### src/rtl/adc_stat_pkg.sv
package adc_stat_pkg;
  localparam int STAT_W    = 32;
  localparam int BIT_DRDY  = 24;
  localparam int BIT_OVR   = 25;
  localparam int BIT_CMPE  = 26;
  localparam int BIT_TEMP  = 30;

  typedef enum logic [1:0] {
    ADDR_STATUS = 2'd0,
    ADDR_LAST   = 2'd1,
    ADDR_CHAN   = 2'd2,
    ADDR_NONE   = 2'd3
  } rdAddr_e;

  typedef struct packed {
    logic rdStatus;
    logic clrLast;
    logic clrChan;
  } clrStrobes_t;
endpackage

### src/rtl/adc_stat_flag.sv
module adc_stat_flag (
  input  logic clk,
  input  logic rstN,
  input  logic forceLow,
  input  logic setEv,
  input  logic clrEv,
  output logic q
);
  always_ff @(posedge clk) begin
    if (!rstN)         q <= 1'b0;
    else if (forceLow) q <= 1'b0;
    else if (setEv)    q <= 1'b1;
    else if (clrEv)    q <= 1'b0;
  end
endmodule

### src/rtl/adc_stat_ctrl.sv
module adc_stat_ctrl
  import adc_stat_pkg::*;
(
  input  logic        rdStb,
  input  logic [1:0]  rdAddr,
  output clrStrobes_t strobes
);
  always_comb begin
    strobes = '0;
    if (rdStb) begin
      unique case (rdAddr_e'(rdAddr))
        ADDR_STATUS: strobes.rdStatus = 1'b1;
        ADDR_LAST:   strobes.clrLast  = 1'b1;
        ADDR_CHAN:   strobes.clrChan  = 1'b1;
        default:     strobes          = '0;
      endcase
    end
  end
endmodule

### src/rtl/adc_stat_datapath.sv
module adc_stat_datapath
  import adc_stat_pkg::*;
#(
  parameter int NUM_CH = 12,
  parameter int SEL_W  = 4
) (
  input  logic                clk,
  input  logic                rstN,
  input  logic [NUM_CH-1:0]   chEnable,
  input  logic [NUM_CH-1:0]   convDone,
  input  logic                tempWinHit,
  input  logic                ovrEvt,
  input  logic                cmpErrEvt,
  input  logic [SEL_W-1:0]    chanSel,
  input  logic [STAT_W-1:0]   irqMask,
  input  clrStrobes_t         strobes,
  output logic [STAT_W-1:0]   statusWord,
  output logic [STAT_W-1:0]   rdData,
  output logic                irq
);
  localparam int TEMP_CH = NUM_CH - 1;

  logic [NUM_CH-1:0] eocQ;
  logic [NUM_CH-1:0] liveDone;
  logic drdyQ, ovrQ, cmpQ, tempQ;

  assign liveDone = convDone & chEnable;

  for (genvar i = 0; i < NUM_CH; i++) begin : g_eoc
    logic selHit;
    assign selHit = strobes.clrChan && (chanSel == SEL_W'(i));
    adc_stat_flag u_eoc (
      .clk(clk), .rstN(rstN),
      .forceLow(!chEnable[i]),
      .setEv(liveDone[i]),
      .clrEv(selHit),
      .q(eocQ[i])
    );
  end

  adc_stat_flag u_drdy (
    .clk(clk), .rstN(rstN), .forceLow(1'b0),
    .setEv(|liveDone), .clrEv(strobes.clrLast), .q(drdyQ)
  );
  adc_stat_flag u_ovr (
    .clk(clk), .rstN(rstN), .forceLow(1'b0),
    .setEv(ovrEvt), .clrEv(strobes.rdStatus), .q(ovrQ)
  );
  adc_stat_flag u_cmp (
    .clk(clk), .rstN(rstN), .forceLow(1'b0),
    .setEv(cmpErrEvt), .clrEv(strobes.rdStatus), .q(cmpQ)
  );
  adc_stat_flag u_temp (
    .clk(clk), .rstN(rstN), .forceLow(1'b0),
    .setEv(tempWinHit && liveDone[TEMP_CH]), .clrEv(strobes.rdStatus), .q(tempQ)
  );

  always_comb begin
    statusWord              = '0;
    statusWord[NUM_CH-1:0]  = eocQ & chEnable;
    statusWord[BIT_DRDY]    = drdyQ;
    statusWord[BIT_OVR]     = ovrQ;
    statusWord[BIT_CMPE]    = cmpQ;
    statusWord[BIT_TEMP]    = tempQ;
  end

  assign rdData = strobes.rdStatus ? statusWord : '0;
  assign irq    = |(statusWord & irqMask);
endmodule

### src/rtl/adc_status_flags.sv
module adc_status_flags
  import adc_stat_pkg::*;
#(
  parameter int NUM_CH = 12,
  parameter int SEL_W  = $clog2(NUM_CH)
) (
  input  logic              clk,
  input  logic              rstN,
  input  logic [NUM_CH-1:0] chEnable,
  input  logic [NUM_CH-1:0] convDone,
  input  logic              tempWinHit,
  input  logic              ovrEvt,
  input  logic              cmpErrEvt,
  input  logic              rdStb,
  input  logic [1:0]        rdAddr,
  input  logic [SEL_W-1:0]  chanSel,
  input  logic [31:0]       irqMask,
  output logic [31:0]       rdData,
  output logic              irq
);
  clrStrobes_t       strobes;
  logic [STAT_W-1:0] statusWord;

  adc_stat_ctrl u_ctrl (
    .rdStb(rdStb), .rdAddr(rdAddr), .strobes(strobes)
  );

  adc_stat_datapath #(.NUM_CH(NUM_CH), .SEL_W(SEL_W)) u_dp (
    .clk(clk), .rstN(rstN), .chEnable(chEnable), .convDone(convDone),
    .tempWinHit(tempWinHit), .ovrEvt(ovrEvt), .cmpErrEvt(cmpErrEvt),
    .chanSel(chanSel), .irqMask(irqMask), .strobes(strobes),
    .statusWord(statusWord), .rdData(rdData), .irq(irq)
  );
endmodule

### config.mk
export PLATFORM = sky130hd
export DESIGN_NAME = adc_status_flags
export DESIGN_NICKNAME = d
export VERILOG_FILES = /design/src/rtl/adc_stat_pkg.sv /design/src/rtl/adc_stat_flag.sv /design/src/rtl/adc_stat_ctrl.sv /design/src/rtl/adc_stat_datapath.sv /design/src/rtl/adc_status_flags.sv
export SDC_FILE = /design/constraint.sdc
export NUM_CORES = 1
export LEC_CHECK = 0
export BUFFER_PORTS_ARGS = -buffer_cell sky130_fd_sc_hd__buf_2
export CAP_MARGIN = 15
export CELL_PAD_IN_SITES_DETAIL_PLACEMENT = 0
export CELL_PAD_IN_SITES_GLOBAL_PLACEMENT = 2
export CORE_UTILIZATION = 15
export CTS_CLUSTER_SIZE = 20
export DETAILED_ROUTE_END_ITERATION = 6
export GPL_TIMING_DRIVEN = 0
export PLACE_DENSITY_LB_ADDON = 0.25
export SLEW_MARGIN = 30
export SYNTH_ARGS = -nofsm -noshare
export SYNTH_HDL_FRONTEND = slang
export SYNTH_SLANG_ARGS = --single-unit
### constraint.sdc
create_clock -name clk -period 1.1 [get_ports clk]
set_input_delay 0.11 -clock clk [delete_from_list [all_inputs] [get_ports clk]]
set_output_delay 0.11 -clock clk [all_outputs]
set_load 0.005 [all_outputs]
==> results.json <==
{
  "clkTransAtPathRegs_ns": 0.07,
  "worst_pin_slew_ns": 0.652,
  "synth_mux_area_frac": 0,
  "vias_per_cell": 4.11,
  "yosysWarnings": 0,
  "fin_setup_tns_ns": -0.503,
  "finalHoldViolCount": 0,
  "postRouteAntennaNets": 0,
  "layout_commonest_cell": "buf_2",
  "synth_xor_area_frac": 0,
  "die_area_mm2": 0.00747,
  "synth_area_mm2": 0.00107,
  "grt-ovfl-total": 0,
  "final_core_util": 0.259,
  "root_buffer": "clkbuf_8",
  "ys_ff_latch": 16,
  "path_delay_family": "simple AND/OR/NAND/NOR gates",
  "rows": 30,
  "antenna_cells": 0,
  "final_cell_mix": "buf_2, buf_4, conb_1, a21oi_1",
  "routed_wl_um": 4440,
  "rsz0062_at_grt": "yes",
  "endpoint_kind": "primary output",
  "crit_path_top_delay_cell": "or4_4",
  "core_mm2": 0.00683,
  "htree_levels": 1,
  "synth-compound-area-share": 0.229,
  "fin_skew_ns": 0,
  "ios": 101,
  "antenna_found_initial": 0,
  "crit_type": "register to primary output",
  "synth_simple_gate_area_frac": 0.332,
  "grt_pass1_wl_um": 6780,
  "clock-sinks": 16,
  "wl_met1_um": 1980,
  "dr.max_layer_used": "met4",
  "hold_depth": 3,
  "wl_met3_um": 265,
  "clk_latency_ns": 0.25,
  "setup_violations": 1,
  "routedWlPerCell_um": 14.1,
  "status": "finished with violations",
  "drc": 0,
  "rrSetupSlack_ns": 0.38,
  "drt_iter0_markers": 47,
  "nets": 287,
  "syn_avg_cell_area_um2": 8.17,
  "drive_above_1_share": 0.486,
  "fin_ws_ns": -0.503,
  "vias": 1291,
  "slew_headroom": 0.563,
  "clock_path_buffers": 2,
  "grt_max_degree": 11,
  "period_share": 1.46,
  "slew_viol_final": 0,
  "cp-start-kind": "register",
  "dr.pass1.iters": 4,
  "reg2reg_from": "u_dp.g_eoc[6].u_eoc.q$_SDFFE_PN0P_",
  "timing.rr.end": "u_dp.g_eoc[6].u_eoc.q$_SDFFE_PN0P_",
  "area_delta_synth_final_pct": 65.1,
  "p_leak_nw": 0.850,
  "holdCritPathClass": "input port to register",
  "violations": "negative setup slack",
  "portBuffers": 65,
  "ys_types": 30,
  "fp.dieH_um": 86.5,
  "grt_usage": 0.122,
  "hpwl_um": 3490,
  "drv_cap": 0,
  "numCtsBuffers": 3,
  "cp_cell_sequence": "nand3_2, nand4_1, or4_4, buf_6",
  "netlist_instances": 131,
  "ctsHoldBuffers": 0,
  "powerDensity_mw_per_mm2": 881,
  "die-width_um": 86.5,
  "grt_pass1_vias": 1264,
  "synthAdderAreaFrac": 0,
  "ff2ff_path_depth": 2,
  "layout_min_cycle_time_ns": 1.60,
  "place_congestion": 0.730,
  "wl_met2_um": 2160,
  "holdCritStartpoint": "ovrEvt",
  "cp.required_ns": 0.99,
  "ir_drop_mv": 0.407,
  "critical_path.max_fanout": 3,
  "synth_top_family_by_area": "simple AND/OR/NAND/NOR gates",
  "whs_endpoint": "u_dp.u_ovr.q$_SDFFE_PN0P_",
  "start_util": 0.157,
  "cpPeakStageDelay_ns": 0.57,
  "crit_buf_inv": 1,
  "cp.arrival_ns": 1.49,
  "ys_seq_area_frac": 0.299,
  "fmax_mhz": 624,
  "cts_tree": "yes"
}
[worst reg2reg max path, cell delays in order (launching register included)]
cell and delay [ns]:
dfxtp_1 0.33, o211ai_1 0.19, a21oi_1 0.06
[per-stage QoR]
step / hold WS, ns / power [mW] / area [µm²] / cells / worst slack (ns)
global route: 0.0893 / 1.66 / 1770 / 314 / -0.550
CTS: 0.0661 / 1.56 / 1680 / 312 / -0.503
global placement: 0.325 / 0.991 / 1570 / 307 / -0.461
detailed placement: 0.328 / 0.990 / 1570 / 307 / -0.430
finish: 0.0671 / 1.56 / 1770 / 314 / -0.503
floorplan: 0.227 / 0.805 / 1130 / 146 / 0.0310
[timing repair]
item	in CTS	in global routing
setup buffers	1	1
pin swaps	2	3
cloned	0	1
resized for setup	10	22
setup endpoints to repair	17	13
[cell usage after synthesis (all sizes together)]
master  count  area share
a21oi      14       0.065
a221oi      3       0.025
a22o        3       0.025
a22oi       2       0.014
a32oi       1      0.0082
a41oi       1      0.0082
and2        4       0.023
and3       12       0.070
buf        18        0.12
clkbuf      3       0.011
conb        1      0.0035
dfxtp      16        0.30
inv         1      0.0035
nand2       4       0.014
nand3      12       0.056
nand3b      1      0.0070
nand4       3       0.018
nor2        4       0.014
nor3        3       0.019
nor3b       4       0.033
nor4        1      0.0059
nor4b       4       0.039
nor4bb      2       0.019
o211ai     12       0.084
or3b        1      0.0082
or4         1      0.0070
[power breakdown]
group	internal [mW]	switching, mW	total [mW]
clock network	0.318	0.217	0.534
registers	0.612	0.0232	0.635
logic	0.202	0.185	0.387
total	1.13	0.425	1.56
[layout make-up]
class	count	area (µm²)
clock buffers	4	55.1
flip-flops and latches	16	325
well taps	96	120
repair buffers	68	404
plain buffers	21	148
inverters	1	3.75
multi-input cells	108	711
fillers	802	5060
[kinds of logic (layout without fill, tap and decap cells)]
group           after synthesis  in the layout
simple gates                 56             56
compound gates               36             36
buf+inv                      22             94
flops                        16             16
other cells                   1             16
[registers in the layout, indices dropped and copies added (netlist names)]
name / flops
u_dp.u_temp.q: 1
u_dp.u_drdy.q: 1
u_dp.u_ovr.q: 1
u_dp.g_eoc.u_eoc.q: 12
u_dp.u_cmp.q: 1
[how the worst max path moves through the flow]
stage	from	end	slack, ns	cells after the start
2_1_floorplan	u_dp.g_eoc[11].u_eoc.q$_SDFFE_PN0P_	irq	0.03	3
3_3_place_gp	rdAddr[0]	rdData[10]	-0.46	5
3_5_place_dp	rdAddr[0]	rdData[5]	-0.43	5
4_1_cts	u_dp.g_eoc[10].u_eoc.q$_SDFFE_PN0P_	irq	-0.50	4
5_1_grt	u_dp.g_eoc[10].u_eoc.q$_SDFFE_PN0P_	irq	-0.55	4
6_report	u_dp.g_eoc[10].u_eoc.q$_SDFFE_PN0P_	irq	-0.50	4
[layer usage]
metal / vias to the layer above / global-route usage
met5: - / 0
met4: 0 / 0.0258
met3: 2 / 0.0305
met2: 47 / 0.197
met1: 589 / 0.164
li1: 653 / -
Power figures use the tool's default switching activity.
